$ cat src/rtl/irq_seq_pkg.sv
package irq_seq_pkg;

   typedef enum logic [2:0] {
      SQ_IDLE,
      SQ_PUSH,
      SQ_VHI,
      SQ_VLO,
      SQ_DUMMY,
      SQ_POP
   } seq_st_t;

   localparam int STEP_W    = 3;
   localparam int LAST_STEP = 4;

endpackage

$ cat src/rtl/irq_latch_arb.sv
module irq_latch_arb #(
   parameter int NUM_SRC = 8,
   parameter int CODE_W  = 4
) (
   input  logic              clk,
   input  logic              rst_n,
   input  logic [NUM_SRC-1:0] req,
   input  logic              swi,
   input  logic              ibit,
   input  logic              take,
   output logic              any,
   output logic [CODE_W-1:0] win
);
   localparam int NPEND = NUM_SRC + 1;

   logic [NPEND-1:0] req_all;
   logic [NPEND-1:0] pend;
   logic [NPEND-1:0] elig;

   assign req_all = {req, swi};

   for (genvar j = 0; j < NPEND; j++) begin : g_pend
      always_ff @(posedge clk or negedge rst_n) begin
         if (!rst_n) pend[j] <= 1'b0;
         else        pend[j] <= (pend[j] & ~(take && win == CODE_W'(j))) | req_all[j];
      end
      if (j == 0) begin : g_unmasked
         assign elig[j] = pend[j];
      end else begin : g_masked
         assign elig[j] = pend[j] & ~ibit;
      end
   end

   always_comb begin
      win = '0;
      for (int j = NPEND - 1; j >= 0; j--) begin
         if (elig[j]) win = CODE_W'(j);
      end
   end

   assign any = |elig;

endmodule

$ cat src/rtl/irq_seq_fsm.sv
module irq_seq_fsm
   import irq_seq_pkg::*;
#(
   parameter int                ADDR_W   = 16,
   parameter int                DATA_W   = 8,
   parameter int                CODE_W   = 4,
   parameter int                I_POS    = 3,
   parameter logic [ADDR_W-1:0] VEC_BASE = 16'hFFFC
) (
   input  logic              clk,
   input  logic              rst_n,
   input  logic              start_irq,
   input  logic              start_rti,
   input  logic [CODE_W-1:0] code,
   input  logic [DATA_W-1:0] ccr_in,
   input  logic [DATA_W-1:0] a_in,
   input  logic [DATA_W-1:0] x_in,
   input  logic [ADDR_W-1:0] pc_in,
   input  logic [ADDR_W-1:0] sp_in,
   input  logic [DATA_W-1:0] bus_rdata,
   output logic [ADDR_W-1:0] bus_addr,
   output logic [DATA_W-1:0] bus_wdata,
   output logic              bus_wr,
   output logic              bus_rd,
   output logic [DATA_W-1:0] ccr_out,
   output logic [DATA_W-1:0] a_out,
   output logic [DATA_W-1:0] x_out,
   output logic [ADDR_W-1:0] pc_out,
   output logic [ADDR_W-1:0] sp_out,
   output logic [CODE_W-1:0] code_q,
   output logic              idle,
   output logic              rti_mode,
   output logic              done
);
   localparam logic [DATA_W-1:0] IMASK = DATA_W'(1) << I_POS;
   localparam int                PAD_W = ADDR_W - CODE_W - 1;

   seq_st_t           st;
   logic [STEP_W-1:0] step;
   logic [ADDR_W-1:0] sp_cur;
   logic [ADDR_W-1:0] snap_pc;
   logic [DATA_W-1:0] snap_ccr, snap_a, snap_x, vhi;
   logic [ADDR_W-1:0] vec_addr;

   assign vec_addr = VEC_BASE - {{PAD_W{1'b0}}, code_q, 1'b0};
   assign idle     = (st == SQ_IDLE);
   assign bus_wr   = (st == SQ_PUSH);
   assign bus_rd   = (st == SQ_VHI) || (st == SQ_VLO) || (st == SQ_DUMMY) || (st == SQ_POP);

   always_comb begin
      bus_addr  = sp_cur;
      bus_wdata = '0;
      case (st)
         SQ_VHI: bus_addr = vec_addr;
         SQ_VLO: bus_addr = vec_addr + ADDR_W'(1);
         SQ_POP: bus_addr = sp_cur + ADDR_W'(1);
         SQ_PUSH: begin
            case (step)
               3'd0:    bus_wdata = snap_pc[DATA_W-1:0];
               3'd1:    bus_wdata = snap_pc[ADDR_W-1:DATA_W];
               3'd2:    bus_wdata = snap_x;
               3'd3:    bus_wdata = snap_a;
               default: bus_wdata = snap_ccr;
            endcase
         end
         default: ;
      endcase
   end

   always_ff @(posedge clk or negedge rst_n) begin
      if (!rst_n) begin
         st       <= SQ_IDLE;
         step     <= '0;
         sp_cur   <= '0;
         snap_pc  <= '0;
         snap_ccr <= '0;
         snap_a   <= '0;
         snap_x   <= '0;
         vhi      <= '0;
         code_q   <= '0;
         rti_mode <= 1'b0;
         done     <= 1'b0;
         ccr_out  <= '0;
         a_out    <= '0;
         x_out    <= '0;
         pc_out   <= '0;
         sp_out   <= '0;
      end else begin
         done <= 1'b0;
         case (st)
            SQ_IDLE: begin
               if (start_rti) begin
                  sp_cur   <= sp_in;
                  rti_mode <= 1'b1;
                  st       <= SQ_DUMMY;
               end else if (start_irq) begin
                  sp_cur   <= sp_in;
                  code_q   <= code;
                  snap_pc  <= pc_in;
                  snap_ccr <= ccr_in;
                  snap_a   <= a_in;
                  snap_x   <= x_in;
                  rti_mode <= 1'b0;
                  step     <= '0;
                  st       <= SQ_PUSH;
               end
            end
            SQ_PUSH: begin
               sp_cur <= sp_cur - ADDR_W'(1);
               if (step == STEP_W'(LAST_STEP)) st <= SQ_VHI;
               else step <= step + STEP_W'(1);
            end
            SQ_VHI: begin
               vhi <= bus_rdata;
               st  <= SQ_VLO;
            end
            SQ_VLO: begin
               pc_out  <= {vhi, bus_rdata};
               ccr_out <= snap_ccr | IMASK;
               a_out   <= snap_a;
               x_out   <= snap_x;
               sp_out  <= sp_cur;
               done    <= 1'b1;
               st      <= SQ_IDLE;
            end
            SQ_DUMMY: begin
               step <= '0;
               st   <= SQ_POP;
            end
            SQ_POP: begin
               sp_cur <= sp_cur + ADDR_W'(1);
               step   <= step + STEP_W'(1);
               case (step)
                  3'd0: snap_ccr <= bus_rdata;
                  3'd1: snap_a   <= bus_rdata;
                  3'd2: snap_x   <= bus_rdata;
                  3'd3: snap_pc[ADDR_W-1:DATA_W] <= bus_rdata;
                  default: begin
                     ccr_out <= snap_ccr;
                     a_out   <= snap_a;
                     x_out   <= snap_x;
                     pc_out  <= {snap_pc[ADDR_W-1:DATA_W], bus_rdata};
                     sp_out  <= sp_cur + ADDR_W'(1);
                     done    <= 1'b1;
                     st      <= SQ_IDLE;
                  end
               endcase
            end
            default: st <= SQ_IDLE;
         endcase
      end
   end

endmodule

$ cat src/rtl/irq_stack_seq.sv
module irq_stack_seq #(
   parameter int                NUM_SRC  = 8,
   parameter int                ADDR_W   = 16,
   parameter int                DATA_W   = 8,
   parameter int                I_POS    = 3,
   parameter logic [ADDR_W-1:0] VEC_BASE = 16'hFFFC,
   localparam int               CODE_W   = $clog2(NUM_SRC + 1)
) (
   input  logic               clk,
   input  logic               rst_n,
   input  logic [NUM_SRC-1:0] irq_req,
   input  logic               swi_req,
   input  logic               rti_req,
   input  logic [DATA_W-1:0]  ccr_in,
   input  logic [DATA_W-1:0]  a_in,
   input  logic [DATA_W-1:0]  x_in,
   input  logic [ADDR_W-1:0]  pc_in,
   input  logic [ADDR_W-1:0]  sp_in,
   input  logic [DATA_W-1:0]  bus_rdata,
   output logic [ADDR_W-1:0]  bus_addr,
   output logic [DATA_W-1:0]  bus_wdata,
   output logic               bus_wr,
   output logic               bus_rd,
   output logic [DATA_W-1:0]  ccr_out,
   output logic [DATA_W-1:0]  a_out,
   output logic [DATA_W-1:0]  x_out,
   output logic [ADDR_W-1:0]  pc_out,
   output logic [ADDR_W-1:0]  sp_out,
   output logic [CODE_W-1:0]  vec_code,
   output logic               busy,
   output logic               done
);
   if (NUM_SRC < 1) begin : g_bad_src
      $error("irq_stack_seq: NUM_SRC must be at least 1");
   end
   if (ADDR_W != 2 * DATA_W) begin : g_bad_width
      $error("irq_stack_seq: ADDR_W must be twice DATA_W");
   end
   if (I_POS >= DATA_W) begin : g_bad_ipos
      $error("irq_stack_seq: I_POS outside the CCR byte");
   end
   if (ADDR_W < CODE_W + 2) begin : g_bad_code
      $error("irq_stack_seq: address too narrow for vector codes");
   end

   logic              any_pend;
   logic              idle;
   logic              take;
   logic              start_rti;
   logic              rti_mode;
   logic [CODE_W-1:0] win;

   assign start_rti = idle & rti_req;
   assign take      = idle & ~rti_req & any_pend;
   assign busy      = ~idle;

   irq_latch_arb #(
      .NUM_SRC (NUM_SRC),
      .CODE_W  (CODE_W)
   ) u_arb (
      .clk   (clk),
      .rst_n (rst_n),
      .req   (irq_req),
      .swi   (swi_req),
      .ibit  (ccr_in[I_POS]),
      .take  (take),
      .any   (any_pend),
      .win   (win)
   );

   irq_seq_fsm #(
      .ADDR_W   (ADDR_W),
      .DATA_W   (DATA_W),
      .CODE_W   (CODE_W),
      .I_POS    (I_POS),
      .VEC_BASE (VEC_BASE)
   ) u_fsm (
      .clk       (clk),
      .rst_n     (rst_n),
      .start_irq (take),
      .start_rti (start_rti),
      .code      (win),
      .ccr_in    (ccr_in),
      .a_in      (a_in),
      .x_in      (x_in),
      .pc_in     (pc_in),
      .sp_in     (sp_in),
      .bus_rdata (bus_rdata),
      .bus_addr  (bus_addr),
      .bus_wdata (bus_wdata),
      .bus_wr    (bus_wr),
      .bus_rd    (bus_rd),
      .ccr_out   (ccr_out),
      .a_out     (a_out),
      .x_out     (x_out),
      .pc_out    (pc_out),
      .sp_out    (sp_out),
      .code_q    (vec_code),
      .idle      (idle),
      .rti_mode  (rti_mode),
      .done      (done)
   );

endmodule

$ cat config.mk
export PLATFORM = sky130hd
export DESIGN_NAME = irq_stack_seq
export DESIGN_NICKNAME = d
export VERILOG_FILES = /design/src/rtl/irq_seq_pkg.sv /design/src/rtl/irq_latch_arb.sv /design/src/rtl/irq_seq_fsm.sv /design/src/rtl/irq_stack_seq.sv
export SDC_FILE = /design/constraint.sdc
export NUM_CORES = 1
export LEC_CHECK = 0
export ABC_CLOCK_PERIOD_IN_PS = 3360
export BUFFER_PORTS_ARGS = -buffer_cell sky130_fd_sc_hd__buf_2
export CAP_MARGIN = 15
export CORE_AREA = 5 5 120 122
export CTS_BUF_LIST = sky130_fd_sc_hd__clkbuf_2 sky130_fd_sc_hd__clkbuf_4 sky130_fd_sc_hd__clkbuf_8
export DETAILED_ROUTE_END_ITERATION = 16
export DIE_AREA = 0 0 125 127
export PLACE_DENSITY = 0.88
export SLEW_MARGIN = 20
export SYNTH_ARGS = -nofsm -noshare
export SYNTH_HDL_FRONTEND = slang
export SYNTH_SLANG_ARGS = --single-unit
$ cat constraint.sdc
create_clock -name clk -period 3.36 [get_ports clk]
set_clock_uncertainty 0.15 [all_clocks]
set_input_delay 0.168 -clock clk [delete_from_list [all_inputs] [get_ports clk]]
set_output_delay 0.168 -clock clk [all_outputs]
set_load 0.05 [all_outputs]
==> metrics <==
Slowest cell on crit path dfrtp_1; CP Cell Sequence nand3b_1 -> buf_4 -> nor4_2 -> nand3_1 -> xor2_1 -> nand2_1 -> buf_2; TritonCTS clock tree done; die area 15880 um2; unrepaired setup endpoints after global routing false; Critical Path Start Type flop; commonest non-fill, non-tap cell in the layout buf_2; Routed wire per std cell 19.15 um; Hold Buf Count CTS 77; vias 7182; Tot GR Track Use 29.12%; H-tree lvl count 4; number of flops mapped to enable cells by yosys 0; worst path arrival time around 2.8 ns; Layout Nets 1087; critical path type flop to primary output; Worst Path Required 3.04 ns; Post-CTS Setup Bufs 0; post-synthesis sequential area ratio 47.38%; DR pass1 iterations 7; Yosys top cell area share 47.38%; chip height 127 um; Initial Util 56.51%; Fin Hold WS around 0.059 ns; # fillers 884; Area Overhead vs Synth 28.65%; FP Rows 42; VDD IR max 0.0005697 V; DRC viols 0; max-slew violation count 0; Top FF cell, synth dfrtp_1; Root Buffer clkbuf_8; Setup Viol. Count Final 0; CP max FO 15; Reg area 3503 um2; Synth cell types 63; commonest cells after routing, fill and taps aside buf_2 (162), dfrtp_1 (140), nand2_1 (97); Max Clock Freq 323.2 MHz; LEAKAGE approximately 4.3 nW; Iter 0 DRT Violations 1026; slew margin rel. between 40% and 50%; Num CTS Buffers 17; synthesized flop and latch total 140; min cycle time layout slightly above 3 ns; largest net degree at the start of global routing between 70 and 80; Design Area, Final about 9500 um2; number of global-route vias before repair 7084; fin crit share between 90% and 100%; top post-synthesis cells by area dfrtp_1 (47%), nand2_1 (4.9%), o21ai_0 (4.6%), mux2i_1 (4.3%), a21oi_1 (3.9%); grt total ovfl 0; Clock transition at path regs 0.08 ns; CTS sink cnt 140; cell area power density 1132 nW/um2; share of cells above drive strength 1 roughly a quarter; synthesized cell area 7395 um2; Post-Place Cell Area 8343 um2; IO Port Bufs 163; Buf/Inv on CP 2; Post-synth ARST share 100.0%; yosys warns 0; Mapped Cells 784; ANT nets after route 0; syn_area_per_cell 9.432 um2; Die W 125 um; routability cong. ~0.96; num ports between 150 and 200; setup TNS 0 ns; HPWL after detailed placement 15.06 mm; core region area ~13000 um2; max incr delay on CP 0.67 ns; deepest clock path buffer count 2; Setup crit end kind primary output; worst skew pair latency 0.46 ns; worst min path class primary input to flop; antenna violations before repair 0; final wirelength 22.79 mm; Vias/cell approximately 6.0; Crit path max-delay family simple AND/OR/NAND/NOR gates; Final Hold Fails 0; area occupied by multi-input gates ~3500 um2; Worst-Margin Slew 0.7760 ns; first-pass GRT wire length between 30 and 40 mm; Synth Net Count slightly below 900; cell taking the most area after synthesis dfrtp_1; # resized after CTS 0; max_cap viols 0; outcome completed
## tightest hold or removal path: stages
cell and delay (ns):
buf_2 0.19, or4_1 0.17, o21ai_0 0.09
## sequential cells by signal, summed over array words and instances (netlist names), 3 cells and up
signal	cells
u_fsm.pc_out	16
u_fsm.snap_x	8
u_fsm.ccr_out	8
u_fsm.snap_pc	16
u_fsm.vhi	8
u_fsm.st	3
u_fsm.sp_out	16
u_fsm.code_q	4
u_fsm.x_out	8
u_fsm.snap_ccr	8
u_arb.pend	8
u_fsm.a_out	8
u_fsm.snap_a	8
u_fsm.sp_cur	16
u_fsm.step	3
## final timing paths
| check | start | end | slack, ns | depth (start not counted) |
|---|---|---|---|---|
| worst max register to register | u_fsm.step[0] | u_fsm.pc_out[14] | 0.63 | 7 |
| max in group asynchronous | rst_n | u_fsm.sp_out[4] | 2.11 | 3 |
| min in group asynchronous | rst_n | u_fsm.pc_out[12] | 0.14 | 2 |
| worst min-delay path | ccr_in[3] | u_fsm.code_q[2] | 0.06 | 3 |
| worst min register to register | u_fsm.a_out[5] | u_fsm.a_out[5] | 0.33 | 2 |
| worst max-delay path | u_fsm.st[2] | bus_addr[13] | 0.27 | 7 |
## cells in the mapped netlist, types with 9 or more instances
library cell    n
dfrtp_1       140
nand2_1        97
o21ai_0        68
a21oi_1        57
nor2_1         46
inv_1          38
clkbuf_1       36
mux2i_1        32
mux2_2         21
nand3_1        20
nor4_1         15
xor2_1         13
nor3_1         11
a221oi_1       10
buf_2          10
ha_1            9
nand4_1         9
o21a_1          9
o22ai_1         9
## per-stage QoR
step                total power [mW]  setup WS, ns  std cells  util, %
finish                         10.76        0.2661       1190    72.70
global route                   11.36       0.08922       1189    72.68
CTS                            10.59        0.3146       1189    72.68
detailed placement             9.123        0.7015       1082    63.76
global placement               8.968        0.7828       1082    63.76
floorplan                      7.594        0.4786        784        -
## layout make-up
cell class                      instances  area share [%]
Clock buffer                           21           2.973
Multi-Input combinational cell        551           37.05
Clock inverter                          9           1.197
Inverter                               38           1.499
Tap cell                              176           2.315
Timing Repair Buffer                  254           18.11
Sequential cell                       140           36.83
Antenna cell                            1         0.02631
## power by group
part           leakage (nW)  switching (mW)  internal (mW)
Clock                 0.194           0.678          0.721
Sequential             1.68           0.791           2.44
Combinational          2.46            4.32           1.82
Total                  4.34            5.79           4.98
## cell families after synthesis
logic type	count (synthesis)	share of synthesized area [%]
buffers and inverters	93	5.144
muxes	56	7.987
xor gates and xnor gates	21	2.487
AOI/OAI and AO/OA	223	19.39
adders and majority gates	9	1.523
and+or+nand+nor	242	16.09
DFF	140	47.38
## metal layers
| layer | wire length [um] | up-vias | GRT usage (%) | part of all wire [%] |
|---|---|---|---|---|
| li1 | - | 3246 | - | - |
| met1 | 8931 | 3433 | 37.91 | 39 |
| met2 | 10930 | 413 | 46.00 | 48 |
| met3 | 1803 | 90 | 5.718 | 7.9 |
| met4 | 1127 | 0 | 16.45 | 4.9 |
| met5 | 0 | - | 0 | 0 |
(Power assumes the default switching activity.)
